### src/rtl/accum_arith_pkg.sv
package accum_arith_pkg;

  localparam int NIB_W     = 4;
  localparam int DIGIT_MAX = 9;
  localparam int RADIX     = 10;

  // one corrected digit plus the link (carry or borrow) it hands upward
  typedef struct packed {
    logic [NIB_W-1:0] digit;
    logic             link;
  } digit_res_t;

  // decimal add of one digit: sum above 9 is reduced by 10 and carries
  function automatic digit_res_t dec_add_digit(input logic [NIB_W-1:0] a,
                                               input logic [NIB_W-1:0] b,
                                               input logic             cin);
    digit_res_t       r;
    logic [NIB_W+1:0] s;
    s = {2'b00, a} + {2'b00, b} + {{(NIB_W+1){1'b0}}, cin};
    if (s > (NIB_W+2)'(DIGIT_MAX)) begin
      s      = s - (NIB_W+2)'(RADIX);
      r.link = 1'b1;
    end else begin
      r.link = 1'b0;
    end
    r.digit = s[NIB_W-1:0];
    return r;
  endfunction

  // decimal subtract of one digit: byte-wide wrap, fix-up adds 10 and borrows
  function automatic digit_res_t dec_sub_digit(input logic [NIB_W-1:0] a,
                                               input logic [NIB_W-1:0] b,
                                               input logic             bin);
    digit_res_t r;
    logic [7:0] d;
    d = {4'h0, a} - {4'h0, b} - {7'h00, bin};
    if (d > 8'(DIGIT_MAX)) begin
      d      = d + 8'(RADIX);
      r.link = 1'b1;
    end else begin
      r.link = 1'b0;
    end
    r.digit = d[NIB_W-1:0];
    return r;
  endfunction

  function automatic logic add_overflow(input logic a_s, input logic b_s,
                                        input logic r_s);
    return (a_s == b_s) && (r_s != b_s);
  endfunction

  function automatic logic sub_overflow(input logic a_s, input logic b_s,
                                        input logic r_s);
    return (a_s != b_s) && (a_s != r_s);
  endfunction

endpackage

### src/rtl/bcd_digit_chain.sv
module bcd_digit_chain
  import accum_arith_pkg::*;
#(
  parameter int DATA_W   = 16,
  parameter bit SUBTRACT = 1'b0
) (
  input  logic [DATA_W-1:0]       a_i,
  input  logic [DATA_W-1:0]       b_i,
  input  logic                    link_i,
  output logic [DATA_W-1:0]       digits_o,
  output logic [DATA_W/NIB_W:0]   link_o
);
  localparam int NIBBLES = DATA_W / NIB_W;

  if (SUBTRACT) begin : g_sub
    // raw differences first; the fix-up ripple is folded into the link order
    always_comb begin
      digit_res_t r;
      link_o    = '0;
      digits_o  = '0;
      link_o[0] = link_i;
      for (int i = 0; i < NIBBLES; i++) begin
        r = dec_sub_digit(a_i[i*NIB_W +: NIB_W], b_i[i*NIB_W +: NIB_W],
                          link_o[i]);
        digits_o[i*NIB_W +: NIB_W] = r.digit;
        link_o[i+1]                = r.link;
      end
    end
  end else begin : g_add
    always_comb begin
      digit_res_t r;
      link_o    = '0;
      digits_o  = '0;
      link_o[0] = link_i;
      for (int i = 0; i < NIBBLES; i++) begin
        r = dec_add_digit(a_i[i*NIB_W +: NIB_W], b_i[i*NIB_W +: NIB_W],
                          link_o[i]);
        digits_o[i*NIB_W +: NIB_W] = r.digit;
        link_o[i+1]                = r.link;
      end
    end
  end

endmodule

### src/rtl/bin_addsub.sv
module bin_addsub #(
  parameter int DATA_W   = 16,
  parameter int NARROW_W = 8
) (
  input  logic [DATA_W-1:0] a_i,
  input  logic [DATA_W-1:0] b_i,
  input  logic              carry_i,
  input  logic              sub_i,
  output logic [DATA_W-1:0] sum_o,
  output logic              carry_narrow_o,
  output logic              carry_wide_o
);
  logic [DATA_W-1:0]   b_eff;
  logic [DATA_W:0]     full_sum;
  logic [NARROW_W:0]   low_sum;

  always_comb begin
    b_eff          = sub_i ? ~b_i : b_i;
    full_sum       = {1'b0, a_i} + {1'b0, b_eff} + {{DATA_W{1'b0}}, carry_i};
    low_sum        = {1'b0, a_i[NARROW_W-1:0]} + {1'b0, b_eff[NARROW_W-1:0]}
                   + {{NARROW_W{1'b0}}, carry_i};
    sum_o          = full_sum[DATA_W-1:0];
    carry_wide_o   = full_sum[DATA_W];
    carry_narrow_o = low_sum[NARROW_W];
  end

endmodule

### src/rtl/flag_gen.sv
module flag_gen
  import accum_arith_pkg::*;
#(
  parameter int DATA_W   = 16,
  parameter int NARROW_W = 8
) (
  input  logic [DATA_W-1:0] acc_i,
  input  logic [DATA_W-1:0] opnd_i,
  input  logic [DATA_W-1:0] res_i,
  input  logic              wide_i,
  input  logic              sub_i,
  output logic              ovf_o,
  output logic              zero_o,
  output logic              neg_o
);
  logic a_sign, b_sign, r_sign;

  always_comb begin
    a_sign = wide_i ? acc_i[DATA_W-1]  : acc_i[NARROW_W-1];
    b_sign = wide_i ? opnd_i[DATA_W-1] : opnd_i[NARROW_W-1];
    r_sign = wide_i ? res_i[DATA_W-1]  : res_i[NARROW_W-1];
    ovf_o  = sub_i ? sub_overflow(a_sign, b_sign, r_sign)
                   : add_overflow(a_sign, b_sign, r_sign);
    zero_o = wide_i ? (res_i == '0) : (res_i[NARROW_W-1:0] == '0);
    neg_o  = r_sign;
  end

endmodule

### src/rtl/accum_arith_unit.sv
module accum_arith_unit
  import accum_arith_pkg::*;
#(
  parameter int DATA_W   = 16,
  parameter int NARROW_W = 8
) (
  input  logic              clk,
  input  logic              rst_n,
  input  logic              in_valid,
  input  logic [DATA_W-1:0] acc_in,
  input  logic [DATA_W-1:0] opnd_in,
  input  logic              carry_in,
  input  logic              dec_mode,
  input  logic              wide,
  input  logic              op_sub,
  output logic              out_valid,
  output logic [DATA_W-1:0] result,
  output logic              carry_out,
  output logic              ovf_out,
  output logic              zero_out,
  output logic              neg_out
);
  localparam int NIBBLES     = DATA_W / NIB_W;
  localparam int NARROW_NIBS = NARROW_W / NIB_W;

  logic [DATA_W-1:0] dec_add_sum, dec_sub_diff, bin_sum;
  logic [NIBBLES:0]  dec_add_link, dec_sub_link;
  logic              bin_carry_narrow, bin_carry_wide;
  logic [DATA_W-1:0] raw_result, nxt_result;
  logic              nxt_carry, nxt_ovf, nxt_zero, nxt_neg;

  bcd_digit_chain #(.DATA_W(DATA_W), .SUBTRACT(1'b0)) add_chain_i (
    .a_i      (acc_in),
    .b_i      (opnd_in),
    .link_i   (carry_in),
    .digits_o (dec_add_sum),
    .link_o   (dec_add_link)
  );

  bcd_digit_chain #(.DATA_W(DATA_W), .SUBTRACT(1'b1)) sub_chain_i (
    .a_i      (acc_in),
    .b_i      (opnd_in),
    .link_i   (~carry_in),
    .digits_o (dec_sub_diff),
    .link_o   (dec_sub_link)
  );

  bin_addsub #(.DATA_W(DATA_W), .NARROW_W(NARROW_W)) bin_i (
    .a_i            (acc_in),
    .b_i            (opnd_in),
    .carry_i        (carry_in),
    .sub_i          (op_sub),
    .sum_o          (bin_sum),
    .carry_narrow_o (bin_carry_narrow),
    .carry_wide_o   (bin_carry_wide)
  );

  always_comb begin
    unique case ({dec_mode, op_sub})
      2'b10: begin
        raw_result = dec_add_sum;
        nxt_carry  = wide ? dec_add_link[NIBBLES] : dec_add_link[NARROW_NIBS];
      end
      2'b11: begin
        raw_result = dec_sub_diff;
        nxt_carry  = wide ? ~dec_sub_link[NIBBLES] : ~dec_sub_link[NARROW_NIBS];
      end
      default: begin
        raw_result = bin_sum;
        nxt_carry  = wide ? bin_carry_wide : bin_carry_narrow;
      end
    endcase
    nxt_result = wide ? raw_result
                      : {acc_in[DATA_W-1:NARROW_W], raw_result[NARROW_W-1:0]};
  end

  flag_gen #(.DATA_W(DATA_W), .NARROW_W(NARROW_W)) flags_i (
    .acc_i  (acc_in),
    .opnd_i (opnd_in),
    .res_i  (nxt_result),
    .wide_i (wide),
    .sub_i  (op_sub),
    .ovf_o  (nxt_ovf),
    .zero_o (nxt_zero),
    .neg_o  (nxt_neg)
  );

  always_ff @(posedge clk) begin
    if (!rst_n) begin
      out_valid <= 1'b0;
      result    <= '0;
      carry_out <= 1'b0;
      ovf_out   <= 1'b0;
      zero_out  <= 1'b0;
      neg_out   <= 1'b0;
    end else begin
      out_valid <= in_valid;
      if (in_valid) begin
        result    <= nxt_result;
        carry_out <= nxt_carry;
        ovf_out   <= nxt_ovf;
        zero_out  <= nxt_zero;
        neg_out   <= nxt_neg;
      end
    end
  end

endmodule

### config.mk
export PLATFORM = sky130hd
export DESIGN_NAME = accum_arith_unit
export DESIGN_NICKNAME = d
export VERILOG_FILES = /design/src/rtl/accum_arith_pkg.sv /design/src/rtl/bcd_digit_chain.sv /design/src/rtl/bin_addsub.sv /design/src/rtl/flag_gen.sv /design/src/rtl/accum_arith_unit.sv
export SDC_FILE = /design/constraint.sdc
export NUM_CORES = 1
export LEC_CHECK = 0
export ABC_AREA = 1
export BUFFER_PORTS_ARGS = -buffer_cell sky130_fd_sc_hd__buf_2
export CORE_UTILIZATION = 30
export CTS_CLUSTER_SIZE = 25
export DETAILED_ROUTE_END_ITERATION = 16
export GPL_TIMING_DRIVEN = 0
export HOLD_SLACK_MARGIN = 0.02
export MAX_ROUTING_LAYER = met4
export PLACE_DENSITY = 0.49
export REMOVE_ABC_BUFFERS = 1
export SETUP_SLACK_MARGIN = 0.02
export SYNTH_ARGS = -nofsm -noshare
export SYNTH_HDL_FRONTEND = slang
export SYNTH_SLANG_ARGS = --single-unit
export TNS_END_PERCENT = 30
### constraint.sdc
create_clock -name clk -period 10.7 [get_ports clk]
set_clock_uncertainty 0.15 [all_clocks]
set_input_delay 3.21 -clock clk [delete_from_list [all_inputs] [get_ports clk]]
set_output_delay 3.21 -clock clk [all_outputs]
set_load 0.05 [all_outputs]
==> metrics.txt <==
Hold/Removal Path Class flop to flop; Synth Area in Adders 0.227; cts bufs inserted 3; WS Path Type primary input to flop; async set or reset register ratio after synthesis 0; design area 5030 sq um; post-synthesis sequential area ratio 0.0938; hpwl dp 10200 um; Tot Pwr 555 uW; Worst Setup Start Kind primary input; Compound-Gate Fraction of Synth Area 0.141; Final Hold Vio Count 0; most common cell after layout, fill and taps aside nand2_1; simple-gate area share of the yosys netlist 0.344; DRT Wirelength 11900 um; Initial Util 0.308; Post-CTS Setup Bufs 0; share of cells above drive strength 1 0.120; CTS max path bufs 2; Die H 124 um; DRC violations left 0; Multi-input gate area 3530 sq um; worst setup margin 0.705 ns; max-cap violations 0; RePlAce Congestion 0.861; TritonCTS clock tree done; Post-DRT Antenna Nets 0; main combinational cell family by area after synthesis simple AND/OR/NAND/NOR gates; placed cells 961; antenna violations before repair 0; CTS Sinks 21; pre-CTS WS 0.364 ns; CTS Root Cell clkbuf_16; Cells after Synth 730; Final Setup Violations 0; Post-Route Utilization 0.346; Final period util 0.934; Starting DRT DRC Count 198; grt ovf 0; Mapped Area 4480 sq um; #FFs+latches synth 21; largest net degree at the start of global routing 32; run status completed; Leak Pwr 2.85 nW; most frequent cells in the layout nand2_1 (190), inv_1 (123), nand3_1 (76), ha_1 (59), buf_2 (59); Critical Path Slowest Stage Cell fa_1; CP endpoint kind flop; Top FF cell, synth dfxtp_1; I/O Buffers 59; H-tree levels 1; CP Max Fanout 5; Mapped Avg Cell Area 6.14 sq um; FP Rows 44; setup slack, reg-to-reg 9.88 ns; Worst-path clk slew 0.06 ns; Max Freq 100 MHz; Max IR drop VDD 48.2 uV; Critical Path Most Common Cell nand2_1; Max stage delay on crit path 0.48 ns; Tmin final 10.0 ns; Ant. Diodes 0; PwrDens 110 nW/um^2; total track usage 0.163; drt pass-1 iters 5; Final Non-Filler Cells 965; Post-Synth XOR/XNOR Area 0.0704; first-pass GRT wire length 20500 um; Final TNS setup 0 ns; required time worst endpoint 10.69 ns; Layout area overhead 12.2%; I/O pin total 60; post-synthesis cell type count 42; Vias per Instance 4.61; placed cell area 4940 sq um; Syn. warnings 0; Worst Path Arrival 9.98 ns; Worst Max-Slew Pin Slew 1.22 ns; clock latency on the worst-skew pair 0.25 ns; Die W 124 um; Hold-fix buffers, CTS 0; Die ar. 15400 sq um; register area 420 sq um; mux share of post-synthesis cell area 0.00223; DR WL/cell 12.3 um; vias in the first global route 4293; Slew headroom 0.184; core area 14500 sq um; vias 4445; FILL cells 1697; nets 894; unrepaired setup endpoints after global routing false; fin. max-slew vios 0; hold slack 0.324 ns; Post-synth EDFFs 0; # resized after CTS 0
-- registers in the layout (all words and copies together) (netlist names) --
signal / flops
result: 16
carry_out: 1
neg_out: 1
out_valid: 1
ovf_out: 1
zero_out: 1
-- cell families after synthesis --
group                    after synthesis
multiplexers                           1
buffers and inverters                139
AO/OA/AOI/OAI                        110
XOR/XNOR                              30
adder cells (fa/ha/maj)               73
AND/OR/NAND/NOR                      356
flip-flops                            21
-- critical path, delay by kind of cell --
kind / cells / cell delay [ns]
buffers and inverters: 8 / 0.58
AOI/OAI and AO/OA: 4 / 0.51
xor gates and xnor gates: 1 / 0.20
adders and majority gates: 9 / 3.74
and+or+nand+nor: 16 / 1.75
-- cell usage after synthesis (all sizes together), types with 5 or more instances --
| library cell | n | area (sq um) |
|---|---|---|
| nand2 | 199 | 769 |
| inv | 126 | 473 |
| nand3 | 81 | 430 |
| ha | 59 | 738 |
| nor2 | 57 | 214 |
| a21oi | 54 | 282 |
| o21ai | 29 | 145 |
| dfxtp | 21 | 420 |
| xor2 | 21 | 236 |
| fa | 14 | 280 |
| o211ai | 12 | 90.1 |
| xnor2 | 9 | 78.8 |
| buf | 7 | 47.5 |
| or2 | 6 | 40.0 |
| clkbuf | 5 | 18.8 |
| nand3b | 5 | 37.5 |
-- layer usage --
| layer | track usage | vias to the layer above | part of all wire |
|---|---|---|---|
| met5 | - | - | 0 |
| met4 | 0.0120 | 0 | 0.0058 |
| met3 | 0.0112 | 4 | 0.022 |
| met2 | 0.275 | 61 | 0.46 |
| li1 | - | 2448 | - |
| met1 | 0.223 | 1932 | 0.51 |
-- where the power goes --
group / switching, mW / internal, mW
clock network: 0.0271 / 0.0501
logic: 0.253 / 0.136
registers: 0.00350 / 0.0859
total: 0.283 / 0.272
-- worst paths after layout --
path / startpoint / endpoint / depth (start not counted)
setup / recovery: acc_in[0] / zero_out / 38
hold / removal: result[7] / result[7] / 2
setup reg to reg: neg_out / neg_out / 4
hold reg to reg: result[7] / result[7] / 2
-- final cells by class --
cell class,instances,area share
Multi-Input combinational cell,570,0.701
Timing Repair Buffer,59,0.0587
Clock inverter,1,0.000995
Tap cell,184,0.0458
Sequential cell,21,0.0836
Inverter,127,0.0948
Clock buffer,3,0.0149
(Power assumes the default switching activity.)
